File: src/rtl/wave_seq_pkg.sv
package wave_seq_pkg;
    localparam int CTL_W   = 3;
    localparam int IDX_W   = 3;
    localparam int HOLD_W  = 8;
    localparam int SEL_W   = 2;
    localparam int DEPTH   = 1 << IDX_W;
    localparam int END_IDX = DEPTH - 1;

    typedef struct packed {
        logic [CTL_W-1:0]  ctl;
        logic              fifo_adv;
        logic              addr_inc;
        logic              branch_en;
        logic [SEL_W-1:0]  rdy_sel;
        logic              rdy_pol;
        logic [IDX_W-1:0]  nxt_true;
        logic [IDX_W-1:0]  nxt_false;
        logic [HOLD_W-1:0] hold;
    } wvec_t;

    localparam int VEC_W = $bits(wvec_t);

    typedef enum logic [1:0] {
        S_IDLE  = 2'd0,
        S_STEP  = 2'd1,
        S_STALL = 2'd2
    } seq_state_e;
endpackage

File: src/rtl/wave_vec_mem.sv
module wave_vec_mem
    import wave_seq_pkg::*;
#(
    parameter int DEPTH_P = DEPTH,
    parameter int AW      = IDX_W
) (
    input  logic             clk,
    input  logic             rst_n,
    input  logic             wr_en,
    input  logic [AW-1:0]    wr_addr,
    input  logic [VEC_W-1:0] wr_data,
    input  logic [AW-1:0]    rd_addr,
    output wvec_t            rd_vec
);
    logic [VEC_W-1:0] store [DEPTH_P];

    always_ff @(posedge clk or negedge rst_n) begin
        if (!rst_n) begin
            for (int i = 0; i < DEPTH_P; i++) begin
                store[i] <= '0;
            end
        end else if (wr_en) begin
            store[wr_addr] <= wr_data;
        end
    end

    assign rd_vec = wvec_t'(store[rd_addr]);


    wr_addr_known_chk: assert property (@(posedge clk) disable iff (!rst_n)
        wr_en |-> !$isunknown(wr_addr));
endmodule

File: src/rtl/wave_rdy_eval.sv
module wave_rdy_eval
    import wave_seq_pkg::*;
(
    input  logic [1:0]       rdy,
    input  logic [SEL_W-1:0] sel,
    input  logic             pol,
    output logic             hit
);
    logic level;

    always_comb begin
        unique case (sel)
            2'd0:    level = rdy[0];
            2'd1:    level = rdy[1];
            2'd2:    level = rdy[0] & rdy[1];
            default: level = rdy[0] | rdy[1];
        endcase
        hit = ~(level ^ pol);
    end
endmodule

File: src/rtl/wave_xfer_cnt.sv
module wave_xfer_cnt #(
    parameter int W = 32
) (
    input  logic         clk,
    input  logic         rst_n,
    input  logic         load,
    input  logic [W-1:0] load_val,
    input  logic         dec,
    output logic [W-1:0] value,
    output logic         last
);
    always_ff @(posedge clk or negedge rst_n) begin
        if (!rst_n) begin
            value <= '0;
        end else if (load) begin
            value <= load_val;
        end else if (dec) begin
            value <= value - W'(1);
        end
    end

    assign last = (value == W'(1));


    cnt_underflow_chk: assert property (@(posedge clk) disable iff (!rst_n)
        dec |-> (value != '0));
endmodule

File: src/rtl/wave_seq_engine.sv
module wave_seq_engine
    import wave_seq_pkg::*;
#(
    parameter int CNT_W = 32
) (
    input  logic             clk,
    input  logic             rst_n,
    input  logic             wr_en_i,
    input  logic [IDX_W-1:0] wr_addr_i,
    input  logic [VEC_W-1:0] wr_data_i,
    input  logic             start_i,
    input  logic             abort_i,
    input  logic [CNT_W-1:0] tc_load_i,
    input  logic             dir_i,
    input  logic             fifo_empty_i,
    input  logic             fifo_full_i,
    input  logic [1:0]       rdy_i,
    input  logic [CTL_W-1:0] idle_ctl_i,
    output logic [CTL_W-1:0] ctl_o,
    output logic             fifo_adv_o,
    output logic             addr_inc_o,
    output logic [CNT_W-1:0] tc_o,
    output logic             done_o,
    output logic             idle_o
);
    localparam logic [IDX_W-1:0] END_CODE = IDX_W'(END_IDX);

    seq_state_e        state_q, state_d;
    logic [IDX_W-1:0]  ptr_q, ptr_d;
    logic [IDX_W-1:0]  pend_q, pend_d;
    logic [HOLD_W-1:0] timer_q, timer_d;
    logic              done_q, done_d;

    wvec_t             vec;
    logic              hit;
    logic [IDX_W-1:0]  tgt;
    logic [IDX_W-1:0]  commit_tgt;
    logic              finishing;
    logic              fifo_ok;
    logic              commit;
    logic              cnt_load;
    logic              cnt_dec;
    logic              cnt_last;

    wave_vec_mem u_mem (
        .clk     (clk),
        .rst_n   (rst_n),
        .wr_en   (wr_en_i),
        .wr_addr (wr_addr_i),
        .wr_data (wr_data_i),
        .rd_addr (ptr_q),
        .rd_vec  (vec)
    );

    wave_rdy_eval u_rdy (
        .rdy (rdy_i),
        .sel (vec.rdy_sel),
        .pol (vec.rdy_pol),
        .hit (hit)
    );

    wave_xfer_cnt #(.W(CNT_W)) u_cnt (
        .clk      (clk),
        .rst_n    (rst_n),
        .load     (cnt_load),
        .load_val (tc_load_i),
        .dec      (cnt_dec),
        .value    (tc_o),
        .last     (cnt_last)
    );

    // step decode
    always_comb begin
        if (vec.branch_en) begin
            tgt       = hit ? vec.nxt_true : vec.nxt_false;
            finishing = (tgt != ptr_q);
        end else begin
            tgt       = vec.nxt_true;
            finishing = (timer_q == vec.hold);
        end
        fifo_ok = dir_i ? !fifo_full_i : !fifo_empty_i;
    end

    // state register
    always_ff @(posedge clk or negedge rst_n) begin
        if (!rst_n) begin
            state_q <= S_IDLE;
            ptr_q   <= '0;
            pend_q  <= '0;
            timer_q <= '0;
            done_q  <= 1'b0;
        end else begin
            state_q <= state_d;
            ptr_q   <= ptr_d;
            pend_q  <= pend_d;
            timer_q <= timer_d;
            done_q  <= done_d;
        end
    end

    // next state
    always_comb begin
        state_d    = state_q;
        ptr_d      = ptr_q;
        pend_d     = pend_q;
        timer_d    = timer_q;
        done_d     = 1'b0;
        cnt_load   = 1'b0;
        cnt_dec    = 1'b0;
        commit     = 1'b0;
        commit_tgt = tgt;

        unique case (state_q)
            S_IDLE: begin
                if (start_i) begin
                    cnt_load = 1'b1;
                    if (tc_load_i == '0) begin
                        done_d = 1'b1;
                    end else begin
                        state_d = S_STEP;
                        ptr_d   = '0;
                        timer_d = '0;
                    end
                end
            end
            S_STEP: begin
                if (finishing) begin
                    if (vec.fifo_adv && !fifo_ok) begin
                        state_d = S_STALL;
                        pend_d  = tgt;
                    end else begin
                        commit = 1'b1;
                    end
                end else if (!vec.branch_en) begin
                    timer_d = timer_q + HOLD_W'(1);
                end
            end
            S_STALL: begin
                if (fifo_ok) begin
                    commit     = 1'b1;
                    commit_tgt = pend_q;
                end
            end
            default: state_d = S_IDLE;
        endcase

        if (commit) begin
            timer_d = '0;
            if (commit_tgt == END_CODE) begin
                cnt_dec = 1'b1;
                if (cnt_last) begin
                    state_d = S_IDLE;
                    done_d  = 1'b1;
                end else begin
                    state_d = S_STEP;
                    ptr_d   = '0;
                end
            end else begin
                state_d = S_STEP;
                ptr_d   = commit_tgt;
            end
        end

        if (abort_i) begin
            state_d  = S_IDLE;
            done_d   = 1'b0;
            cnt_load = 1'b0;
            cnt_dec  = 1'b0;
            commit   = 1'b0;
        end
    end

    // outputs
    always_comb begin
        ctl_o      = (state_q == S_IDLE || abort_i) ? idle_ctl_i : vec.ctl;
        fifo_adv_o = commit & vec.fifo_adv;
        addr_inc_o = commit & vec.addr_inc;
        idle_o     = (state_q == S_IDLE);
        done_o     = done_q;
    end


    start_leaves_idle_chk: assert property (@(posedge clk) disable iff (!rst_n)
        (idle_o && start_i && !abort_i && tc_load_i != '0) |=> !idle_o);


    idle_no_strobe_chk: assert property (@(posedge clk) disable iff (!rst_n)
        idle_o |-> (!fifo_adv_o && !addr_inc_o));


    stall_ctl_hold_chk: assert property (@(posedge clk) disable iff (!rst_n)
        (state_q == S_STALL && $past(state_q == S_STALL)) |-> $stable(ctl_o));


    done_at_zero_chk: assert property (@(posedge clk) disable iff (!rst_n)
        done_o |-> (idle_o && tc_o == '0));


    abort_idle_chk: assert property (@(posedge clk) disable iff (!rst_n)
        abort_i |=> (idle_o && !done_o));
endmodule

File: config.mk
export PLATFORM = sky130hd
export DESIGN_NAME = wave_seq_engine
export DESIGN_NICKNAME = d
export VERILOG_FILES = /design/src/rtl/wave_seq_pkg.sv /design/src/rtl/wave_vec_mem.sv /design/src/rtl/wave_rdy_eval.sv /design/src/rtl/wave_xfer_cnt.sv /design/src/rtl/wave_seq_engine.sv
export SDC_FILE = /design/constraint.sdc
export NUM_CORES = 1
export LEC_CHECK = 0
export ABC_AREA = 1
export ABC_CLOCK_PERIOD_IN_PS = 2850
export BUFFER_PORTS_ARGS = -buffer_cell sky130_fd_sc_hd__buf_2
export CORE_ASPECT_RATIO = 2
export CORE_MARGIN = 10
export CORE_UTILIZATION = 55
export CTS_CLUSTER_SIZE = 24
export DETAILED_ROUTE_END_ITERATION = 10
export PLACE_DENSITY = 0.75
export SLEW_MARGIN = 20
export SYNTH_ARGS = -nofsm -noshare
export SYNTH_HDL_FRONTEND = slang
export SYNTH_SLANG_ARGS = --single-unit
File: constraint.sdc
create_clock -name clk -period 2.85 [get_ports clk]
set_input_delay 0.285 -clock clk [delete_from_list [all_inputs] [get_ports clk]]
set_output_delay 0.285 -clock clk [all_outputs]
set_load 0.01 [all_outputs]
==> metrics.yaml <==
p_sw_uw: 5116
synth_top_family_by_area: "simple AND/OR/NAND/NOR gates"
syn_nets: 1634
drt_first_pass_iters: 6
cts_tree: "done"
syn_area_um2: 12110
groute.usage.overall_pct: 23.88
hp-start: "wr_data_i[22]"
total_power_uw: 13160
ys_ff_latch: 233
cts.sinks: 233
worstSetupStartpointType: "register"
ant_nets: 0
reg2reg_from: "ptr_q[0]"
p_seq_share_pct: 34.8
wl_per_cell_um: 18.14
fin_area_um2: 14650
max_clock_freq_ghz: 0.2946
io-pin-count: 110
relSlewSlack_pct: 51.26
p_int_uw: 8043
yosysTopAreaCell: "dfrtp_1"
cp_top_family: "simple AND/OR/NAND/NOR gates"
hpwl_um: 22860
finalSetupTns_ns: -16.04
final_common_cell: "nand2_1"
skew_ns: 0.02261
p_leak_uw: 0.007228
path_buf_inv: 3
area_growth_pct: 21.03
grt_remaining_overflow: 0
yosysTopAreaCellShare_pct: 48.16
endpoint_kind: "output port"
fp-row-count: 76
async_flop_share_pct: 100.0
p_per_area_nw_per_um2: 898.1
clk_latency_ns: 0.52
layout_common_cells: "nand2_1 (403), o21ai_0 (259), dfrtp_1 (231)"
h-tree-depth: 1
numCtsBuffers: 22
slew_violations: 0
post-route-min-period_ns: 3.394
path_clk_slew_ns: 0.07
grt_pass1_wl_um: 57680
clockBufferDepth: 3
synth_compound_area_share_pct: 16.84
yosysWarnings: 0
path_class: "register to output port"
seq_area_frac_synth_pct: 48.16
muxShareOfSynthArea_pct: 0.09301
slowest_delay_ns: 0.56
fin_crit_sh_pct: 119.1
placed_cell_area_um2: 13180
synth_enable_flop_cells: 0
whs_ns: -0.0008363
worstPathRequired_ns: 2.57
post_synth.cell_area_avg_um2: 7.781
syn_inst: 1556
core_area_um2: 21590
ys_types: 46
violations: "hold timing, setup timing"
root_buffer: "clkbuf_16"
critPathMaxFanout: 7
yosys.area_share.simple_pct: 23.93
wl_um: 36190
grt_pass1_vias: 11640
pwr-share-clk_pct: 23.8
portBuffers: 109
max_cap_violations: 0
gp_congestion: 0.9025
dieHeight_um: 229.8
p_comb_share_pct: 41.4
yosys_most_used_dff: "dfrtp_1"
rsz0062_at_grt: "yes"
synth_fa_ha_area_share_pct: 0.7234
sw_frac_of_total_pct: 38.88
hp-class: "input pin to register"
setup_ws_ns: -0.5444
status: "finished with violations"
synth-xor-area-share_pct: 2.387
crit_chain: "clkinv_8, buf_12, nand2_2, nand2_1, nand2_1, nand3_2, nand3_2, nand2_2, nand2_2, nand3_4, nand3b_1, nand3_2, nand2_2, nor2_2, nand2_2, nand3_4, nand2_4, nand3_4, nor2_1, buf_2"
drc: 0
fillers: 1754
dieArea_um2: 28710
final_layout_size_suffix_gt1_share_pct: 18.76
antenna_found_initial: 0
vias_per_cell: 5.754
hold_viol: 1
peakVddDrop_mv: 0.5959
crit_path_start: "ptr_q[0]"
vias: 11480
drt_iter0_markers: 985
arrival_ns: 3.11
die_x_um: 124.9
worst_path_most_repeated_cell: "nand2_2"
worst_pin_slew_ns: 0.7311
diodes: 0
nNetsFinal: 1784
synthTopCellsByArea: "dfrtp_1 (48%), nand2_1 (13%), o21ai_0 (11%)"
cpMaxStageDelayCell: "dfrtp_4"
setup_viol: 51
grt_max_degree: 89
initial_core_util_pct: 56.09
## per-layer routing
layer	up-vias	global-route usage, %	part of all wire (%)
li1	5421	-	-
met5	-	0	0
met4	0	11.24	4.1
met2	412	44.82	54
met3	101	3.456	5.3
met1	5545	25.42	37
## final cells by class
class                      count  area (um2)  share of cell area (%)
sequential                   233        5836                   39.83
multi-input combinational   1111        5562                   37.96
timing repair buffer         209        1657                   11.31
clock buffer                  31       625.6                   4.269
inverter                     129       499.2                   3.407
tap                          273       341.6                   2.331
clock inverter                 9       132.6                  0.9051
## stage by stage
step / hold WS [ns] / worst slack, ns / std cells / util, %
after floorplan: -0.01059 / 0.4384 / 1556 / -
after global placement: 0.3536 / -0.03793 / 1918 / 61.05
after detailed placement: 0.3632 / -0.04946 / 1918 / 61.05
after CTS: 0.002093 / -0.3518 / 1987 / 66.66
after global routing: 0.009802 / -0.6422 / 1995 / 67.88
final: -0.0008363 / -0.5444 / 1995 / 67.88
## sequential cells by signal, summed over array words and instances, names as in the netlist
name and cells:
state_q 2, ptr_q 3, u_cnt.value 32, timer_q 8, u_mem.store 184, pend_q 3
done_o 1
## Yosys cell counts, types with 2 or more instances
cell type,n
o221ai_1,5
xnor2_1,8
buf_6,11
nor2_2,3
nor2_1,124
or4_1,2
a21oi_1,37
a31oi_1,3
o211ai_1,5
inv_1,125
nand4_1,10
buf_2,13
nand3_1,93
o21ai_1,28
nand3_2,2
nand2_4,5
o21a_1,2
nand3_4,2
ha_1,7
nand3b_1,3
buf_4,5
inv_2,3
buf_8,3
clkbuf_1,51
nor4_1,6
o22ai_1,21
nor3_1,10
o21ai_0,268
dfrtp_1,233
o21ai_2,9
nand2_1,420
xor2_1,25
## kinds of logic after synthesis
group           after synthesis
simple gates                686
compound gates              383
flops                       233
buf+inv                     213
xor+xnor                     33
fa+ha+maj                     7
mux                           1
## worst register-to-register path, cell delays in order, from the launching register on
cell and delay (ns):
dfrtp_4 0.56, clkinv_8 0.13, buf_12 0.16, nand2_2 0.04, nand2_1 0.04, nand2_1 0.08
nand3_2 0.11, nand3_2 0.10, nand2_2 0.05, nand2_2 0.07, nand3_4 0.16, nand2_8 0.16
nand2_4 0.06, buf_4 0.12, buf_4 0.13, buf_4 0.13, nand3_1 0.09, nand3_1 0.08
o21ai_0 0.14, buf_4 0.18, nor2_1 0.04, nand2_1 0.07, buf_4 0.13, nand3_1 0.10
o22ai_1 0.28
## worst paths after layout
kind                            depth (start not counted)          endpoint  slack, ns
worst max-delay path                                   20        addr_inc_o      -0.54
worst min-delay path                                    3   u_mem.store[22]    -0.0008
worst max register to register                         24          ptr_q[0]      -0.48
worst min register to register                          2   u_mem.store[67]       0.48
max in group asynchronous                               3  u_mem.store[111]       1.68
min in group asynchronous                               2   u_cnt.value[21]       0.36
## power groups by stage
stage | sequential (uW) | combinational (uW) | clock (uW)
finish | 4580 | 5440 | 3130
global route | 4660 | 5980 | 3300
CTS | 4560 | 5070 | 3160
detailed placement | 4610 | 4630 | 0
global placement | 4580 | 4520 | 0
floorplan | 4580 | 3040 | 0
## timing repair
item,4_1_cts,5_1_grt
buffers inserted,17,5
hold buffers,8,0
gates resized for setup,46,41
hold endpoints to repair,91,0
endpoints found under the setup margin,3,51
pin swaps,22,14
cloned,4,3
(Power assumes the default switching activity.)
